File: src/rtl/gpio_pkg.sv
package gpio_pkg;
    localparam int OFS_DATA = 'h00;
    localparam int OFS_OUT  = 'h04;
    localparam int OFS_DIR  = 'h08;
    localparam int OFS_MASK = 'h0C;
    localparam int OFS_POL  = 'h10;
    localparam int OFS_EDGE = 'h14;
    localparam int OFS_RSVD = 'h18;
    localparam int OFS_MAP  = 'h20;
    localparam logic [7:0] UNROUTED = 8'hFF;
endpackage

File: src/rtl/gpio_sync.sv
module gpio_sync #(
    parameter int W = 32
) (
    input  logic         clk,
    input  logic         rst_n,
    input  logic [W-1:0] pin,
    output logic [W-1:0] cur,
    output logic [W-1:0] last
);
    typedef struct packed {
        logic [W-1:0] s1;
        logic [W-1:0] s2;
        logic [W-1:0] prev;
    } sync_t;

    sync_t st_d, st_q;

    always_comb begin
        st_d      = st_q;
        st_d.s1   = pin;
        st_d.s2   = st_q.s1;
        st_d.prev = st_q.s2;
    end

    always_ff @(posedge clk or negedge rst_n) begin
        if (!rst_n) st_q <= '0;
        else        st_q <= st_d;
    end

    assign cur  = st_q.s2;
    assign last = st_q.prev;
endmodule

File: src/rtl/gpio_trigger.sv
module gpio_trigger #(
    parameter int W = 32
) (
    input  logic [W-1:0] cur,
    input  logic [W-1:0] last,
    input  logic [W-1:0] pol,
    input  logic [W-1:0] edg,
    input  logic [W-1:0] mask,
    output logic [W-1:0] fire
);
    for (genvar g = 0; g < W; g++) begin : g_line
        logic hit;
        always_comb begin
            case ({pol[g], edg[g]})
                2'b00:   hit = ~cur[g];
                2'b01:   hit = last[g] & ~cur[g];
                2'b10:   hit = cur[g];
                default: hit = cur[g] & ~last[g];
            endcase
        end
        assign fire[g] = mask[g] & hit;
    end
endmodule

File: src/rtl/gpio_route.sv
module gpio_route import gpio_pkg::*; #(
    parameter int NLINES = 32,
    parameter int NIRQ   = 4
) (
    input  logic                   clk,
    input  logic                   rst_n,
    input  logic [NLINES-1:0]      fire,
    input  logic [NLINES-1:0][7:0] map,
    output logic [NIRQ-1:0]        irq
);
    localparam int IW = (NIRQ > 1) ? $clog2(NIRQ) : 1;

    logic [NIRQ-1:0] irq_d, irq_q;

    always_comb begin
        irq_d = '0;
        for (int j = 0; j < NIRQ; j++) begin
            for (int i = 0; i < NLINES; i++) begin
                if (fire[i] && (map[i] != UNROUTED) && (map[i][IW-1:0] == IW'(j)))
                    irq_d[j] = 1'b1;
            end
        end
    end

    always_ff @(posedge clk or negedge rst_n) begin
        if (!rst_n) irq_q <= '0;
        else        irq_q <= irq_d;
    end

    assign irq = irq_q;
endmodule

File: src/rtl/gpio_irq_port.sv
module gpio_irq_port import gpio_pkg::*; #(
    parameter int NLINES = 32,
    parameter int NIRQ   = 4,
    parameter int ADDR_W = 8
) (
    input  logic              clk,
    input  logic              rst_n,
    input  logic [ADDR_W-1:0] reg_addr,
    input  logic              reg_wen,
    input  logic [31:0]       reg_wdata,
    output logic [31:0]       reg_rdata,
    input  logic [NLINES-1:0] pad_in,
    output logic [NLINES-1:0] pad_out,
    output logic [NLINES-1:0] pad_oe,
    output logic [NIRQ-1:0]   irq_o
);
    localparam int MAP_WORDS = (NLINES + 3) / 4;
    localparam int WA_W      = ADDR_W - 2;
    localparam logic [WA_W-1:0] WA_DATA    = WA_W'(OFS_DATA >> 2);
    localparam logic [WA_W-1:0] WA_OUT     = WA_W'(OFS_OUT  >> 2);
    localparam logic [WA_W-1:0] WA_DIR     = WA_W'(OFS_DIR  >> 2);
    localparam logic [WA_W-1:0] WA_MASK    = WA_W'(OFS_MASK >> 2);
    localparam logic [WA_W-1:0] WA_POL     = WA_W'(OFS_POL  >> 2);
    localparam logic [WA_W-1:0] WA_EDGE    = WA_W'(OFS_EDGE >> 2);
    localparam logic [WA_W-1:0] WA_MAP     = WA_W'(OFS_MAP  >> 2);
    localparam logic [WA_W-1:0] WA_MAP_END = WA_W'((OFS_MAP >> 2) + MAP_WORDS);

    typedef struct packed {
        logic [NLINES-1:0]      dout;
        logic [NLINES-1:0]      dir;
        logic [NLINES-1:0]      mask;
        logic [NLINES-1:0]      pol;
        logic [NLINES-1:0]      edg;
        logic [NLINES-1:0][7:0] map;
    } cfg_t;

    localparam cfg_t CFG_RST = '{dout: '0, dir: '0, mask: '0, pol: '0, edg: '0,
                                 map: {NLINES{UNROUTED}}};

    cfg_t cfg_d, cfg_q;

    logic [WA_W-1:0]   wa;
    logic [WA_W-1:0]   map_rel;
    logic              map_hit;
    logic [NLINES-1:0] line_now;
    logic [NLINES-1:0] line_prev;
    logic [NLINES-1:0] fire;

    assign wa      = reg_addr[ADDR_W-1:2];
    assign map_rel = wa - WA_MAP;
    assign map_hit = (wa >= WA_MAP) && (wa < WA_MAP_END);

    // next-state of the configuration registers
    always_comb begin
        cfg_d = cfg_q;
        if (reg_wen) begin
            if (wa == WA_OUT)  cfg_d.dout = reg_wdata[NLINES-1:0];
            if (wa == WA_DIR)  cfg_d.dir  = reg_wdata[NLINES-1:0];
            if (wa == WA_MASK) cfg_d.mask = reg_wdata[NLINES-1:0];
            if (wa == WA_POL)  cfg_d.pol  = reg_wdata[NLINES-1:0];
            if (wa == WA_EDGE) cfg_d.edg  = reg_wdata[NLINES-1:0];
            if (map_hit) begin
                for (int i = 0; i < NLINES; i++) begin
                    if ((i / 4) == int'(map_rel))
                        cfg_d.map[i] = reg_wdata[8*(i%4) +: 8];
                end
            end
        end
    end

    always_ff @(posedge clk or negedge rst_n) begin
        if (!rst_n) cfg_q <= CFG_RST;
        else        cfg_q <= cfg_d;
    end

    // read path, zero for every unimplemented word
    always_comb begin
        reg_rdata = '0;
        if (wa == WA_DATA) reg_rdata = 32'(line_now);
        if (wa == WA_OUT)  reg_rdata = 32'(cfg_q.dout);
        if (wa == WA_DIR)  reg_rdata = 32'(cfg_q.dir);
        if (wa == WA_MASK) reg_rdata = 32'(cfg_q.mask);
        if (wa == WA_POL)  reg_rdata = 32'(cfg_q.pol);
        if (wa == WA_EDGE) reg_rdata = 32'(cfg_q.edg);
        if (map_hit) begin
            for (int i = 0; i < NLINES; i++) begin
                if ((i / 4) == int'(map_rel))
                    reg_rdata[8*(i%4) +: 8] = cfg_q.map[i];
            end
        end
    end

    assign pad_out = cfg_q.dout;
    assign pad_oe  = cfg_q.dir;

    gpio_sync #(.W(NLINES)) u_sync (
        .clk  (clk),
        .rst_n(rst_n),
        .pin  (pad_in),
        .cur  (line_now),
        .last (line_prev)
    );

    gpio_trigger #(.W(NLINES)) u_trig (
        .cur (line_now),
        .last(line_prev),
        .pol (cfg_q.pol),
        .edg (cfg_q.edg),
        .mask(cfg_q.mask),
        .fire(fire)
    );

    gpio_route #(.NLINES(NLINES), .NIRQ(NIRQ)) u_route (
        .clk  (clk),
        .rst_n(rst_n),
        .fire (fire),
        .map  (cfg_q.map),
        .irq  (irq_o)
    );
endmodule

File: config.mk
export PLATFORM = sky130hd
export DESIGN_NAME = gpio_irq_port
export DESIGN_NICKNAME = d
export VERILOG_FILES = /design/src/rtl/gpio_pkg.sv /design/src/rtl/gpio_sync.sv /design/src/rtl/gpio_trigger.sv /design/src/rtl/gpio_route.sv /design/src/rtl/gpio_irq_port.sv
export SDC_FILE = /design/constraint.sdc
export NUM_CORES = 1
export LEC_CHECK = 0
export ABC_AREA = 1
export BUFFER_PORTS_ARGS = -buffer_cell sky130_fd_sc_hd__buf_4
export CORE_MARGIN = 10
export CORE_UTILIZATION = 40
export CTS_CLUSTER_DIAMETER = 60
export CTS_CLUSTER_SIZE = 25
export DETAILED_ROUTE_END_ITERATION = 8
export PLACE_DENSITY = 0.69
export SETUP_SLACK_MARGIN = 0.02
export SYNTH_ARGS = -nofsm -noshare
export SYNTH_HDL_FRONTEND = slang
export SYNTH_HIERARCHICAL = 1
export SYNTH_SLANG_ARGS = --single-unit
File: constraint.sdc
create_clock -name clk -period 2.6 [get_ports clk]
set_input_delay 0.26 -clock clk [delete_from_list [all_inputs] [get_ports clk]]
set_output_delay 0.26 -clock clk [all_outputs]
set_load 0.005 [all_outputs]
Word-level counts from Yosys, hierarchy flattened. Cells that the tools add are included.

Logic and storage cells: 847. Input bits: 75. ROM bits: 0. Output and inout bits: 100. Memories kept: 0. Memory bits (writable): 0. Bits in registers: 516. Latch bits: 0.

$lt $le $gt $ge: 2. Bitwise gates (word level): 160. Eq/ne operators: 204. Shifts and indexed selects: 0. Multipliers: 0. Muxes and demuxes: 199. Reductions and logical operators: 240. $add $sub $neg: 1. Div/mod/pow operators: 0.

Operator list (count): 8-bit two-way mux (32); 8-bit != test (second input constant) (32); 32-bit two-way mux (7); 2-bit equality test (second input constant) (96); 1-bit logical AND (161); 2-bit by 1-bit equality test with 1-bit output (second input constant) (64); 2-bit zero test (64); 1-bit two-way mux (128); 1-bit bitwise AND (96); 1-bit case mux with 3 select lines (32); 1-bit inverter (64); 4-bit by 6-bit equality test with 1-bit output (first input constant) (4); 3-bit AND reduction (8); 3-bit by 6-bit equality test with 1-bit output (first input constant) (2); 6-bit by 2-bit equality test with 1-bit output (second input constant) (2); 6-bit by 3-bit equality test with 1-bit output (second input constant) (2); 6-bit zero test (2); 2-bit AND reduction (5); 2-bit by 6-bit equality test with 1-bit output (first input constant) (1); 6-bit by 1-bit equality test with 1-bit output (second input constant) (1); 6-bit by 4-bit >= comparator with 1-bit output (second input constant) (1); 6-bit by 5-bit less-than comparator with 1-bit output (second input constant) (1); 6-bit by 4-bit subtractor with 6-bit output (second input constant) (1).

Logic depth before layout (Yosys ltp).
Depth after elaboration: 38. Depth in mapped cells: 16. Mapped depth without buffers: 15.

By module. The synthesis kept the hierarchy.

By module, submodules not included: gpio_irq_port (times used 1, seq. area each 10730.3 µm², area each 19907.8 µm², cells each 2503); gpio_sync (times used 1, seq. area each 2402.3 µm², area each 2642.5 µm², cells each 128); gpio_route (times used 1, seq. area each 100.1 µm², area each 2357.3 µm², cells each 537); gpio_trigger (times used 1, seq. area each 0.0 µm², area each 1161.1 µm², cells each 256).

Worst setup path after synthesis. No wires, ideal clock.

Path type: input-to-output. Start point: input port reg_addr[5]. End point: output port reg_rdata[11]. Path slack: 464 ps. Stages: 13. Data required time: 2340 ps. Buffers on the path: 1. Arrival time: 1876 ps. Cell sequence: inv_1 ha_1 nand2_1 nor2_4 inv_2 nor3_4 inv_2 clkbuf_1 or2_0 nand2_1 nand4_1 nand2_1 nand2_1.

Word-level cells in the longest chain between the ends: 16. Elaborated cells between the ends (all ways): 33. Classes of those cells: 1 x add/sub; 2 x order compare; 12 x eq/ne; 15 x mux; 3 x reduce/logical.

RTL lines: start: declaration (RTL line gpio_irq_port.sv:8) `input logic [ADDR_W-1:0] reg_addr,`; 6-bit zero test (RTL line gpio_irq_port.sv:79) `if (wa == WA_DATA) reg_rdata = 32'(line_now);`; 32-bit two-way mux (RTL line gpio_irq_port.sv:79); 32-bit two-way mux (RTL line gpio_irq_port.sv:80) `if (wa == WA_OUT) reg_rdata = 32'(cfg_q.dout);`; 32-bit two-way mux (RTL line gpio_irq_port.sv:81) `if (wa == WA_DIR) reg_rdata = 32'(cfg_q.dir);`; 32-bit two-way mux (RTL line gpio_irq_port.sv:82) `if (wa == WA_MASK) reg_rdata = 32'(cfg_q.mask);`; 32-bit two-way mux (RTL line gpio_irq_port.sv:83) `if (wa == WA_POL) reg_rdata = 32'(cfg_q.pol);`; 32-bit two-way mux (RTL line gpio_irq_port.sv:84) `if (wa == WA_EDGE) reg_rdata = 32'(cfg_q.edg);`; 8-bit two-way mux (8 in a row) (RTL line gpio_irq_port.sv:87) `if ((i / 4) == int'(map_rel))`; 32-bit two-way mux (*) (RTL line gpio_irq_port.sv:85) `if (map_hit) begin`; end: declaration (RTL line gpio_irq_port.sv:11) `output logic [31:0] reg_rdata,`.

Every way passes the cells marked *; elsewhere a longest branch is shown, timed or not.

Final worst setup path.
Start point: register u_sync.st_q, in the netlist u_sync/cur[23]. End point: output port reg_rdata[23].

Word-level cells in the longest chain between the ends: 15.

RTL lines: start: declaration (RTL line gpio_sync.sv:16) `sync_t st_d, st_q;`; start signal: assignment (RTL line gpio_sync.sv:27) `else st_q <= st_d;`; 32-bit two-way mux (*) (RTL line gpio_irq_port.sv:79); 32-bit two-way mux (*) (RTL line gpio_irq_port.sv:80); 32-bit two-way mux (*) (RTL line gpio_irq_port.sv:81); 32-bit two-way mux (*) (RTL line gpio_irq_port.sv:82); 32-bit two-way mux (*) (RTL line gpio_irq_port.sv:83); 32-bit two-way mux (*) (RTL line gpio_irq_port.sv:84); 8-bit two-way mux (8 in a row) (RTL line gpio_irq_port.sv:87); 32-bit two-way mux (*) (RTL line gpio_irq_port.sv:85).

Marks and branches as above.

==> metrics.txt <==
outcome=complete, but fails checks; failing checks=setup timing; CTS Buffer Depth=3; Setup Skew=29.2 ps; crit path launch=u_sync/cur[23]; drt first-iter violations=2094; largest net degree at the start of global routing=83; Clock Latency Late Sink=approximately 610 ps; TritonCTS Buffers=36; maximum vdd drop=~0.57 mV; mapped cell area=roughly 26000 sq um; PortBufs=about 170; startpoint types=flop; remaining global-route overflow=0; highest metal used=met4; nets=around 3.7k; prevailing post-synth register cell=dfrtp_1; final instance area=roughly 31000 sq um; Post-synth top cells=nand2_1 (1170), o21ai_0 (418), inv_1 (300), nor2_1 (283), dfrtp_1 (260); final WL=between 80000 and 90000 microns; Slew Limit Fails=0; fmax=382 MHz; crit path DAT=around 2400 ps; Distinct cells, synth=31; CP top delay family=simple AND/OR/NAND/NOR gates; drt drc=0; Synth Warn #=6; final core utilization=about half; HP Class=in2reg; hpwl dp=62700 microns; syn_nets=about 3.5k; fin cells=4491; Routed Antenna Nets=0; core footprint=~64000 sq um; maxcap violations=0; placed insts=~4.3k; Synth Instances=3424; Area Overhead vs Synth=19.1%; Slew headroom=54.2%; top cell type by total area after synthesis=dfstp_2; crit end category=primary output; largest cells by area after synthesis=dfstp_2 (26%), dfrtp_1 (25%), nand2_1 (17%); Clock transition at path regs=90 ps; layout cells sized above 1=24.2%; critical path endpoint=reg_rdata[23]; CTS tree=done; asr flop ratio synth=100%; final-report hold violation count=0; FP Rows=93; GPL Wtd Cong=0.927; Setup TNS=-16.5 ps; Post-synth EDFFs=0; CP max stage cell=dfrtp_2; Critical Path Fanout Max=4; routed via count=~23k; initial antenna violation count=1; Worst R2R End=u_route/irq[2]; critical path class=reg2out; Worst-Margin Slew=682 ps; fillers=6198; Yosys top cell area share=25.8%; first-pass GRT wire length=129000 microns; Finish-stage setup viols=1; final worst path period share=101%; leakage power=13.6 nW; CTS root buf=clkbuf_16; Worst path max stage delay=470 ps; fin worst setup slack=-16.5 ps; die height=275 microns; Multi-input gate area=roughly 11000 sq um; PwrDens=572 nW/um^2; wl on met1=35800 microns; DP Area=28500 sq um; drt first pass iters=8; die footprint=75800 sq um; register area=13200 sq um; top-count cell post-synth=nand2_1; post-DR vias/cell=about 5.2; H-tree levels=2; initial core utilization=40.4%; WP data required=roughly 2300 ps; average size of a mapped cell=7.61 sq um; Seq/Total Area, Yosys=50.8%; critical-path cell list=nand4_1 -> nand3_1 -> nor2_2 -> nand4_1 -> nor2_2 -> nand3_2 -> nor2_2 -> nand4_1 -> nand2_2 -> inv_2 -> buf_6; CP Depth=11; clock sink count=516; CP Buf/Inv Count=2; RSZ-0062 raised after global routing=true; FF+latch count, synth=about 520; Tmin final=around 2600 ps; r2r worst-path depth=9; vias in the first global route=21.6k; GRT Total Usage=22.0%; Placement Setup Slack=-54.2 ps; worst r2r src=u_sync/cur[3]; IO Count=around 180; r2r setup slk=approximately 490 ps; WL met3=between 5000 and 6000 microns; met2 wire len=41500 microns; wire length per cell=19.0 microns; die width=275 microns
-- final cells by class --
cell class	count	share of cell area [%]
antenna	1	0.00806
clock buffer	40	3.08
clock inverter	26	1.13
inverter	312	3.82
multi-input combinational	2336	34.3
sequential	516	42.7
tap	855	3.45
timing repair buffer	404	11.6
timing repair inverter	1	0.0161
-- logic make-up (layout without fill, tap and decap cells) --
| kind of cell | count (synthesis) | count (layout) | share of synthesized area, % |
|---|---|---|---|
| AO/OA/AOI/OAI | 492 | 492 | 9.95 |
| adder cells (fa/ha/maj) | 2 | 2 | 0.0960 |
| AND/OR/NAND/NOR | 1842 | 1842 | 29.5 |
| other | 0 | 1 | 0 |
| buffers and inverters | 572 | 783 | 9.73 |
| flip-flops | 516 | 516 | 50.8 |
-- stage by stage --
step,hold WS [ps],total power [mW]
2_1_floorplan,-35.6,10.3
3_3_place_gp,240,11.2
3_5_place_dp,238,11.2
4_1_cts,157,17.8
5_1_grt,201,18.5
6_report,148,17.8
-- how the worst min path moves through the flow --
stage,cells past startpoint,startpoint,to
global route,3,reg_wdata[5],cfg_q[325]
floorplan,0,rst_n,cfg_q[256]
detailed placement,1,rst_n,u_route/irq[2]
global placement,1,rst_n,u_route/irq[2]
finish,3,reg_wdata[5],cfg_q[325]
CTS,3,reg_wdata[2],pad_out[2]
-- state kept, by name, indices dropped and copies added, names as in the netlist --
register	count
u_sync/last	32
u_route/irq	4
pad_out	32
pad_oe	32
u_sync/cur	32
cfg_q	352
u_sync/st_d	32
-- power breakdown --
group          switching, mW  internal [mW]
logic                   1.22          0.829
clock network           3.29           3.22
registers              0.504           8.69
total                   5.02           12.7
-- repair_timing --
item / CTS / global route
hold buffers: 33 / 0
cloned: 0 / 3
setup endpoints to repair: 25 / 32
resized for setup: 27 / 110
buffers inserted: 18 / 38
endpoints found under the hold margin: 74 / 0
pin swaps: 17 / 66
-- cells in the final DEF (no fill, tap or decap), types with 4 or more instances in the layout --
| cell type | n |
|---|---|
| inv_8 | 4 |
| a21oi_1 | 27 |
| o21ai_1 | 11 |
| or2_2 | 22 |
| buf_6 | 23 |
| nand2_2 | 37 |
| or2_0 | 4 |
| dfrtp_1 | 250 |
| nand3b_1 | 19 |
| nor2_4 | 10 |
| buf_12 | 28 |
| nor3_1 | 7 |
| inv_1 | 294 |
| clkbuf_16 | 39 |
| bufinv_16 | 4 |
| nand4_1 | 98 |
| dfrtp_2 | 10 |
| nand3_1 | 200 |
| dlygate4sd3_1 | 33 |
| dfstp_2 | 256 |
| inv_6 | 7 |
| o21ai_0 | 414 |
| inv_2 | 11 |
| nor2_1 | 249 |
| a21oi_2 | 32 |
| nand3_2 | 18 |
| o21bai_1 | 5 |
| nand2_1 | 1136 |
| buf_4 | 317 |
| nor2_2 | 30 |
-- metal layers --
| metal | up-vias | track usage [%] |
|---|---|---|
| met5 | - | 0 |
| met4 | 0 | 7.39 |
| met3 | 135 | 3.01 |
| met2 | 765 | 37.5 |
| met1 | 11147 | 28.4 |
| li1 | 11120 | - |
-- tightest hold or removal path: cells and delay by family --
| kind | cells | cell delay, ps |
|---|---|---|
| buf+inv | 2 | 250 |
| compound gates | 1 | 210 |
No activity file was read; power rests on OpenSTA's default activity.
